$ cat src/rtl/poe_probe_seq.sv
module poe_probe_seq #(
  parameter int SMP_W = 12,
  parameter int LOG2_N = 10,
  parameter int CODE_W = 8,
  parameter logic [CODE_W-1:0] CODE_LO = 40,
  parameter logic [CODE_W-1:0] CODE_HI = 90,
  parameter int SETTLE_TICKS = 20,
  parameter int BACKOFF_TICKS = 2200
) (
  input  logic              clk,
  input  logic              rst_n,
  input  logic              det_en,
  input  logic              midspan,
  input  logic              tick,
  input  logic              smp_valid,
  input  logic [SMP_W-1:0]  smp_v,
  input  logic [SMP_W-1:0]  smp_i,
  input  logic              verdict_valid,
  input  logic              verdict_pass,
  output logic              pwr_on,
  output logic [CODE_W-1:0] probe_code,
  output logic              meas_valid,
  output logic [SMP_W-1:0]  v_lo,
  output logic [SMP_W-1:0]  i_lo,
  output logic [SMP_W-1:0]  v_hi,
  output logic [SMP_W-1:0]  i_hi,
  output logic              det_done,
  output logic              det_good
);
  localparam int ACC_W = SMP_W + LOG2_N;
  localparam int CMAX  = (SETTLE_TICKS > BACKOFF_TICKS) ? SETTLE_TICKS : BACKOFF_TICKS;
  localparam int CNT_W = $clog2(CMAX + 1);

  typedef enum logic [2:0] {S_IDLE, S_SETTLE, S_INTEG, S_WAITV, S_BACKOFF, S_DONE} st_t;

  st_t              st;
  logic             hi_pt;
  logic [CNT_W-1:0] cnt;
  logic [LOG2_N-1:0] scnt;
  logic [ACC_W-1:0] acc_v, acc_i;

  wire [ACC_W-1:0] sum_v = acc_v + ACC_W'(smp_v);
  wire [ACC_W-1:0] sum_i = acc_i + ACC_W'(smp_i);
  wire settle_end  = tick && (cnt == CNT_W'(SETTLE_TICKS - 1));
  wire backoff_end = tick && (cnt == CNT_W'(BACKOFF_TICKS - 1));

  assign pwr_on = 1'b0;
  assign probe_code = (st == S_SETTLE || st == S_INTEG) ? (hi_pt ? CODE_HI : CODE_LO) : '0;

  always_ff @(posedge clk) begin
    if (!rst_n) begin
      st <= S_IDLE;
      hi_pt <= 1'b0;
      cnt <= '0;
      scnt <= '0;
      acc_v <= '0;
      acc_i <= '0;
      meas_valid <= 1'b0;
      v_lo <= '0;
      i_lo <= '0;
      v_hi <= '0;
      i_hi <= '0;
      det_done <= 1'b0;
      det_good <= 1'b0;
    end else begin
      meas_valid <= 1'b0;
      if (!det_en) begin
        st <= S_IDLE;
        hi_pt <= 1'b0;
        det_done <= 1'b0;
        det_good <= 1'b0;
      end else begin
        case (st)
          S_IDLE: begin
            st <= S_SETTLE;
            hi_pt <= 1'b0;
            cnt <= '0;
          end
          S_SETTLE: if (tick) begin
            if (settle_end) begin
              st <= S_INTEG;
              cnt <= '0;
              scnt <= '0;
              acc_v <= '0;
              acc_i <= '0;
            end else cnt <= cnt + 1'b1;
          end
          S_INTEG: if (smp_valid) begin
            scnt <= scnt + 1'b1;
            acc_v <= sum_v;
            acc_i <= sum_i;
            if (&scnt) begin
              if (!hi_pt) begin
                v_lo <= sum_v[ACC_W-1:LOG2_N];
                i_lo <= sum_i[ACC_W-1:LOG2_N];
                hi_pt <= 1'b1;
                st <= S_SETTLE;
              end else begin
                v_hi <= sum_v[ACC_W-1:LOG2_N];
                i_hi <= sum_i[ACC_W-1:LOG2_N];
                meas_valid <= 1'b1;
                st <= S_WAITV;
              end
            end
          end
          S_WAITV: if (verdict_valid) begin
            if (verdict_pass) begin
              st <= S_DONE;
              det_done <= 1'b1;
              det_good <= 1'b1;
            end else if (midspan) begin
              st <= S_BACKOFF;
              cnt <= '0;
            end else begin
              st <= S_DONE;
              det_done <= 1'b1;
            end
          end
          S_BACKOFF: if (tick) begin
            if (backoff_end) begin
              st <= S_SETTLE;
              hi_pt <= 1'b0;
              cnt <= '0;
            end else cnt <= cnt + 1'b1;
          end
          default: st <= S_DONE;
        endcase
      end
    end
  end

  AST_ABORT_IDLE: assert property (@(posedge clk) disable iff (!rst_n) !det_en |=> (st == S_IDLE && !det_done));
  AST_MEAS_PULSE: assert property (@(posedge clk) disable iff (!rst_n) meas_valid |=> !meas_valid);
  AST_MEAS_FROM_INTEG: assert property (@(posedge clk) disable iff (!rst_n) $rose(meas_valid) |-> $past(st == S_INTEG && smp_valid));
  AST_SETTLE_FIRST: assert property (@(posedge clk) disable iff (!rst_n) $rose(st == S_INTEG) |-> $past(st == S_SETTLE && tick));
  AST_PROBE_STABLE: assert property (@(posedge clk) disable iff (!rst_n) (st == S_INTEG) |-> $stable(probe_code));
  AST_BACKOFF_MIDSPAN: assert property (@(posedge clk) disable iff (!rst_n) $rose(st == S_BACKOFF) |-> $past(midspan && verdict_valid && !verdict_pass));
  AST_BACKOFF_NO_PROBE: assert property (@(posedge clk) disable iff (!rst_n) (st == S_BACKOFF) |-> (probe_code == '0));
endmodule

$ cat config.mk
export PLATFORM = sky130hd
export DESIGN_NAME = poe_probe_seq
export DESIGN_NICKNAME = d
export VERILOG_FILES = /design/src/rtl/poe_probe_seq.sv
export SDC_FILE = /design/constraint.sdc
export NUM_CORES = 1
export LEC_CHECK = 0
export BUFFER_PORTS_ARGS = -buffer_cell sky130_fd_sc_hd__buf_2
export CAP_MARGIN = 20
export CELL_PAD_IN_SITES_DETAIL_PLACEMENT = 1
export CELL_PAD_IN_SITES_GLOBAL_PLACEMENT = 1
export CORE_MARGIN = 8
export CORE_UTILIZATION = 47
export DETAILED_ROUTE_END_ITERATION = 7
export PLACE_DENSITY_LB_ADDON = 0.05
export SYNTH_ARGS = -nofsm -noshare
export SYNTH_HDL_FRONTEND = slang
export SYNTH_SLANG_ARGS = --single-unit
$ cat constraint.sdc
create_clock -name clk -period 4 [get_ports clk]
set_clock_uncertainty 0.05 [all_clocks]
set_input_delay 0 -clock clk [delete_from_list [all_inputs] [get_ports clk]]
set_output_delay 0 -clock clk [all_outputs]
set_load 0.05 [all_outputs]
==> flow_metrics.env, run 1 <==
export IMPL_dieArea_um2=18300
export IMPL_vias=6545
export IMPL_drt_iter0_drc=314
export IMPL_synth_edf_count=0
export IMPL_ys_types=75
export IMPL_ys_warn_count=0
export IMPL_clockBufferDepth=2
export IMPL_final_min_clock_period_ps=3020
export IMPL_syn_cell_area_um2=6700
export IMPL_hold_ws_ps=59.4
export IMPL_ant_nets=0
export IMPL_power_switching_uw=726
export IMPL_cp_required_ps=4280
export IMPL_num_io_pins=92
export IMPL_rsz0062_at_grt="false"
export IMPL_worstSetupStartpoint="acc_i[0]$_SDFFE_PN0P_"
export IMPL_max_freq_ghz=0.331
export IMPL_pwr_share_clk_pct=51.9
export IMPL_worst_skew_pair_late_latency_ps=420
export IMPL_outcome="finished, final reports clean"
export IMPL_cp_arrival_ps=3310
export IMPL_ctsResizeCount=0
export IMPL_intPower_mw=2.34
export IMPL_synth_area_per_cell_um2=8.30
export IMPL_critPathKind="flip-flop to flip-flop"
export IMPL_slowest_delay_ps=470
export IMPL_drive_gt1_share_pct=17.1
export IMPL_power_frac_comb_pct=8.0
export IMPL_path_clk_slew_ps=60
export IMPL_ys_seq_elements=121
export IMPL_cts_tree="done"
export IMPL_routed_wl_met3_um=950
export IMPL_swShare_pct=23.7
export IMPL_initial_utilization_pct=48.1
export IMPL_cap_violations=0
export IMPL_hpwlAfterDp_um=15000
export IMPL_wl_met2_um=10300
export IMPL_numCtsBuffers=17
export IMPL_grt_pass1_wl_um=34200
export IMPL_timing_setup_tns_ps=0
export IMPL_powerDensity_nw_per_um2=385
export IMPL_cts_sinks=121
export IMPL_h_tree_depth=4
export IMPL_wl_met1_um=9370
export IMPL_grt_ovfl_total=0
export IMPL_slew_headroom_pct=42.4
export IMPL_irDropWorstVdd_v=0.000310
export IMPL_die_w_um=135
export IMPL_synth_area_leader_cell="dfxtp_1"
export IMPL_slew_viol_final=0
export IMPL_syn_to_final_growth_pct=18.9
export IMPL_port_buffers=87
export IMPL_path_cells="ha_1, inv_1, fa_1, nand2b_1, a21o_1, a21oi_1, o21ai_0, or3_1, a31oi_1"
export IMPL_r2r_end="i_hi[8]$_SDFFE_PN0P_"
export IMPL_p_seq_share_pct=40.1
export IMPL_finish_net_count=947
export IMPL_drtPass1Iterations=5
export IMPL_synth_top_area_share_pct=36.1
export IMPL_cp_start_kind="flip-flop"
export IMPL_min_path_type="input port to flip-flop"
export IMPL_via_per_inst=6.06
export IMPL_rr_startpoint="acc_i[0]$_SDFFE_PN0P_"
export IMPL_top_layer="met4"
export IMPL_endpoint="i_hi[8]$_SDFFE_PN0P_"
export IMPL_grt_pass1_vias=6811
export IMPL_core_um2=13900
export IMPL_place_congestion=0.831
export IMPL_totalWireLength_um=21100
export IMPL_grt_total_usage_pct=23.1
export IMPL_worstMarginPinSlew_ps=862
export IMPL_crit_fanout=7
export IMPL_min_from="tick"
export IMPL_fin_crit_sh_pct=75.6
export IMPL_cts_hold_buf=10
export IMPL_grt_max_degree=43
export IMPL_rows=43
export IMPL_ff2ff_setup_slack_ps=980
export IMPL_async_flop_share_pct=0
export IMPL_worstRegToRegCells=9
export IMPL_post_cts_setup_buffers=0
export IMPL_dpl_cell_count=1038
export IMPL_critPathSlowestCell="or3_1"
export IMPL_total_power_mw=3.07
export IMPL_root_buffer="clkbuf_16"
export IMPL_synth_cells=808
export IMPL_die_height_um=135
export IMPL_end_kind="flip-flop"
export IMPL_ys_dominant_reg_cell="dfxtp_1"
export IMPL_antenna_cells=0
export IMPL_synth_area_leaders="dfxtp_1, ha_1, a21oi_1"
export IMPL_leakagePower_nw=3.26
export IMPL_utilization_pct=57.2
export IMPL_finalHoldViolCount=0
export IMPL_stdcell_count=1080
export IMPL_antenna_found_initial=0
export IMPL_drt_wirelength_per_cell_um=19.5
export IMPL_setup_viol=0
export IMPL_seq_area_frac_synth_pct=36.1
export IMPL_drc=0
cell usage after synthesis, types with 7 or more instances:
cell	number
a211oi_1	19
a21o_1	13
a21oi_1	62
a22oi_1	8
a311oi_1	7
a31oi_1	14
and2_1	8
and3_1	16
buf_2	11
buf_4	7
clkbuf_1	30
dfxtp_1	121
ha_1	26
inv_1	21
mux2i_1	7
nand2_1	54
nand2b_1	14
nand3_1	33
nand4_1	17
nor2_1	72
nor3_1	27
o211ai_1	10
o21ai_0	50
or3_1	18
or4_1	9
xnor2_1	16
xor2_1	20
critical path, delay by kind of cell (launching register included):
family                   cells  cell delay [ps]
buffers and inverters        1               60
adder cells (fa/ha/maj)      2              560
AND/OR/NAND/NOR              2              660
AO/OA/AOI/OAI                4             1260
flip-flops                   1              330
per-layer routing:
metal | GRT usage (%) | vias up
met1 | 27.3 | 3220
li1 | - | 3129
met2 | 39.8 | 161
met3 | 4.97 | 35
met4 | 9.13 | 0
met5 | 0 | -
stage by stage:
step | instance area [µm²] | setup slack, ps
2_1_floorplan | 6720 | 1450
3_3_place_gp | 7250 | 1200
3_5_place_dp | 7250 | 1090
4_1_cts | 7970 | 975
5_1_grt | 7970 | 790
6_report | 7970 | 976
cell usage in the layout, fill, tap and decap left out, types with 10 or more instances in the layout:
cell           Yosys  routed
a211oi_1          19      19
a21o_1            13      13
a21oi_1           62      62
a31oi_1           14      14
and3_1            16      16
buf_2             11      87
buf_4              7      11
clkbuf_16          0      17
dfxtp_1          121     121
dlygate4sd3_1      0      10
ha_1              26      26
inv_1             21      21
nand2_1           54      54
nand2b_1          14      14
nand3_1           33      33
nand4_1           17      17
nor2_1            72      72
nor3_1            27      27
o211ai_1          10      10
o21ai_0           50      50
or3_1             18      18
xnor2_1           16      16
xor2_1            20      20
power by group through the flow:
stage | clock, mW | combinational [mW] | sequential (mW)
6_report | 1.59 | 0.247 | 1.23
5_1_grt | 1.67 | 0.270 | 1.23
4_1_cts | 1.61 | 0.244 | 1.23
3_5_place_dp | 0 | 0.237 | 1.25
3_3_place_gp | 0 | 0.229 | 1.25
2_1_floorplan | 0 | 0.180 | 1.24
final cells by class:
type                            count  area (µm²)
Clock inverter                      6        82.6
Clock buffer                       26         539
Sequential cell                   121        2420
Inverter                           22        82.6
Multi-Input combinational cell    617        4000
Tap cell                          180         225
Timing Repair Buffer              108         618
Fill cell                        1678        5970
cell families after synthesis:
family	count (synthesis)	share of synthesized area [%]
buf+inv	73	4.91
xor+xnor	36	4.70
simple gates	306	24.1
flops	121	36.1
fa+ha+maj	28	5.45
compound gates	234	23.3
other cells	1	0.0559
mux	9	1.38
worst min-delay path by stage:
stage | depth (start not counted) | slack (ps) | endpoint
after floorplan | 2 | 90 | det_good$_SDFFE_PN0P_
after global placement | 3 | 200 | det_good$_SDFFE_PN0P_
after detailed placement | 3 | 200 | det_good$_SDFFE_PN0P_
after CTS | 5 | 40 | scnt[8]$_SDFFE_PN0P_
after global routing | 5 | 90 | scnt[8]$_SDFFE_PN0P_
final | 5 | 60 | scnt[8]$_SDFFE_PN0P_
flip-flops by register name, summed over array words and instances (netlist names):
name and count:
det_done 1, v_lo 12, st 3, acc_v 22, cnt 12, scnt 10
i_hi 12, det_good 1, v_hi 12, meas_valid 1, hi_pt 1, acc_i 22
i_lo 12
(Power assumes the default switching activity.)
==> run 2: changes to the inputs <==
CORE_UTILIZATION = 39   (was 47)
clock period = 2.6 ns   (was 4 ns; I/O delays follow)
==> run 2 against run 1 <==
Flip-flop and latch count stayed put. Sequential share of layout area is 1.6 points lower. Non-clock buffer count is 40 higher. Count of clock-buffer cells in the layout is 4 lower. Sequential power is 53% higher. Die area is 18% higher. Cell count is 7.9% higher. First-iteration DRC count is 16% lower. Wire length is 3.7% higher. Power is 48% higher.
==> flow_metrics.env, run 2 (synthesis results as in run 1) <==
export IMPL_path_cells="ha_4, fa_2, a211oi_2, o21bai_2, a2111o_2, a31oi_4, bufbuf_16, o2bb2a_1, nand2_1"
export IMPL_hold_ws_ps=33.3
export IMPL_layout_common_cells="dfxtp_1, buf_2, nor2_1"
export IMPL_slew_headroom_pct=63.8
export IMPL_rows=48
export IMPL_cts_sinks=121
export IMPL_leakagePower_nw=3.46
export IMPL_max_freq_ghz=0.393
export IMPL_critPathKind="flip-flop to flip-flop"
export IMPL_outcome="finished, final reports clean"
export IMPL_drtPass1Iterations=5
export IMPL_place_congestion=0.792
export IMPL_slowest_delay_ps=500
export IMPL_setup_viol=0
export IMPL_hpwlAfterDp_um=16300
export IMPL_syn_to_final_growth_pct=25.6
export IMPL_totalWireLength_um=21900
export IMPL_end_kind="flip-flop"
export IMPL_grt_total_usage_pct=20.3
export IMPL_h_tree_depth=4
export IMPL_die_height_um=147
export IMPL_port_buffers=87
export IMPL_root_buffer="clkbuf_16"
export IMPL_finish_net_count=987
export IMPL_cp_arrival_ps=2810
export IMPL_clockBufferDepth=2
export IMPL_drt_wirelength_per_cell_um=18.8
export IMPL_top_regs="acc_i: 22 flops, acc_v: 22 flops"
export IMPL_cap_violations=0
export IMPL_r2r_end="acc_v[16]$_SDFFE_PN0P_"
export IMPL_cp_required_ps=2870
export IMPL_initial_utilization_pct=39.3
export IMPL_powerDensity_nw_per_um2=540
export IMPL_min_path_type="input port to flip-flop"
export IMPL_dieArea_um2=21600
export IMPL_hold_path_depth=5
export IMPL_grt_ovfl_total=0
export IMPL_finalHoldViolCount=0
export IMPL_ant_nets=0
export IMPL_drc=0
export IMPL_num_io_pins=92
export IMPL_grt_max_degree=34
export IMPL_via_per_inst=5.70
export IMPL_worst_skew_pair_late_latency_ps=430
export IMPL_crit_fanout=6
export IMPL_cp_start_kind="flip-flop"
export IMPL_min_from="tick"
export IMPL_grt_pass1_wl_um=35700
export IMPL_critPathSlowestCell="a2111o_2"
export IMPL_final_common_cell="dfxtp_1"
export IMPL_crit_buf_inv=1
export IMPL_path_delay_family="compound AO/OA/AOI/OAI gates"
export IMPL_vias=6638
export IMPL_total_power_mw=4.55
export IMPL_worstMarginPinSlew_ps=541
export IMPL_die_w_um=147
export IMPL_irDropWorstVdd_v=0.000470
export IMPL_numCtsBuffers=17
export IMPL_final_min_clock_period_ps=2540
export IMPL_timing_setup_tns_ps=0
export IMPL_drt_iter0_drc=264
export IMPL_rsz0062_at_grt="true"
export IMPL_utilization_pct=49.3
export IMPL_core_um2=17100
export IMPL_fin_crit_sh_pct=97.9
export IMPL_ff2ff_setup_slack_ps=60
export IMPL_worstRegToRegCells=9
export IMPL_grt_pass1_vias=6934
export IMPL_rr_startpoint="acc_v[0]$_SDFFE_PN0P_"
export IMPL_cts_tree="done"
export IMPL_worstHoldEndpoint="scnt[8]$_SDFFE_PN0P_"
export IMPL_slew_viol_final=0
export IMPL_path_clk_slew_ps=60
export IMPL_antenna_found_initial=0
export IMPL_drive_gt1_share_pct=21.9
run 2: worst min-delay path: stages:
cell and delay (ps):
buf_2 130, nand3b_1 90, a21oi_1 110, nand3_1 70
a21oi_1 60
run 2: what timing repair did:
item	in CTS	in global routing
gates cloned	1	0
hold endpoints to repair	8	0
buffers inserted	1	2
hold buffers	9	0
gates resized for setup	9	14
pin swaps	6	6
setup endpoints to repair	17	22
run 2: per-stage QoR:
step                setup WS [ps]  instance area, µm²  cells
floorplan                    45.5                6720    811
global placement             -123                7590   1120
detailed placement           -170                7590   1120
CTS                         -16.8                8310   1162
global route                -40.2                8410   1164
finish                       55.4                8420   1165
run 2: final cells by class:
type                            instances  area [µm²]
Inverter                               22        82.6
Timing Repair Buffer                  148         953
Multi-Input combinational cell        617        4130
Clock buffer                           22         444
Sequential cell                       121        2420
Tap cell                              225         282
Fill cell                            2053        8640
Clock inverter                          9         101
Antenna cell                            1        2.50
run 2: worst max path at each step:
stage	slack (ps)	end	cells after the start	startpoint
2_1_floorplan	50	v_hi[10]$_SDFFE_PN0P_	9	acc_v[0]$_SDFFE_PN0P_
3_3_place_gp	-120	v_hi[8]$_SDFFE_PN0P_	9	acc_v[0]$_SDFFE_PN0P_
3_5_place_dp	-170	v_hi[6]$_SDFFE_PN0P_	9	acc_v[0]$_SDFFE_PN0P_
4_1_cts	-20	acc_v[16]$_SDFFE_PN0P_	9	acc_v[0]$_SDFFE_PN0P_
5_1_grt	-40	acc_v[16]$_SDFFE_PN0P_	9	acc_v[0]$_SDFFE_PN0P_
6_report	60	acc_v[16]$_SDFFE_PN0P_	9	acc_v[0]$_SDFFE_PN0P_
run 2: where the power goes:
part | switching [mW] | total (mW) | leakage, nW | internal [mW]
combinational | 0.274 | 0.423 | 2.21 | 0.148
sequential | 0.0100 | 1.88 | 0.975 | 1.87
clock | 0.854 | 2.25 | 0.267 | 1.39
run 2: layer usage:
| layer | global-route usage [%] | share of wire (%) | vias up |
|---|---|---|---|
| met5 | 0 | 0 | - |
| met4 | 6.32 | 1.6 | 0 |
| met3 | 4.77 | 4.7 | 29 |
| met2 | 35.3 | 50 | 122 |
| met1 | 24.4 | 44 | 3272 |
| li1 | - | - | 3215 |
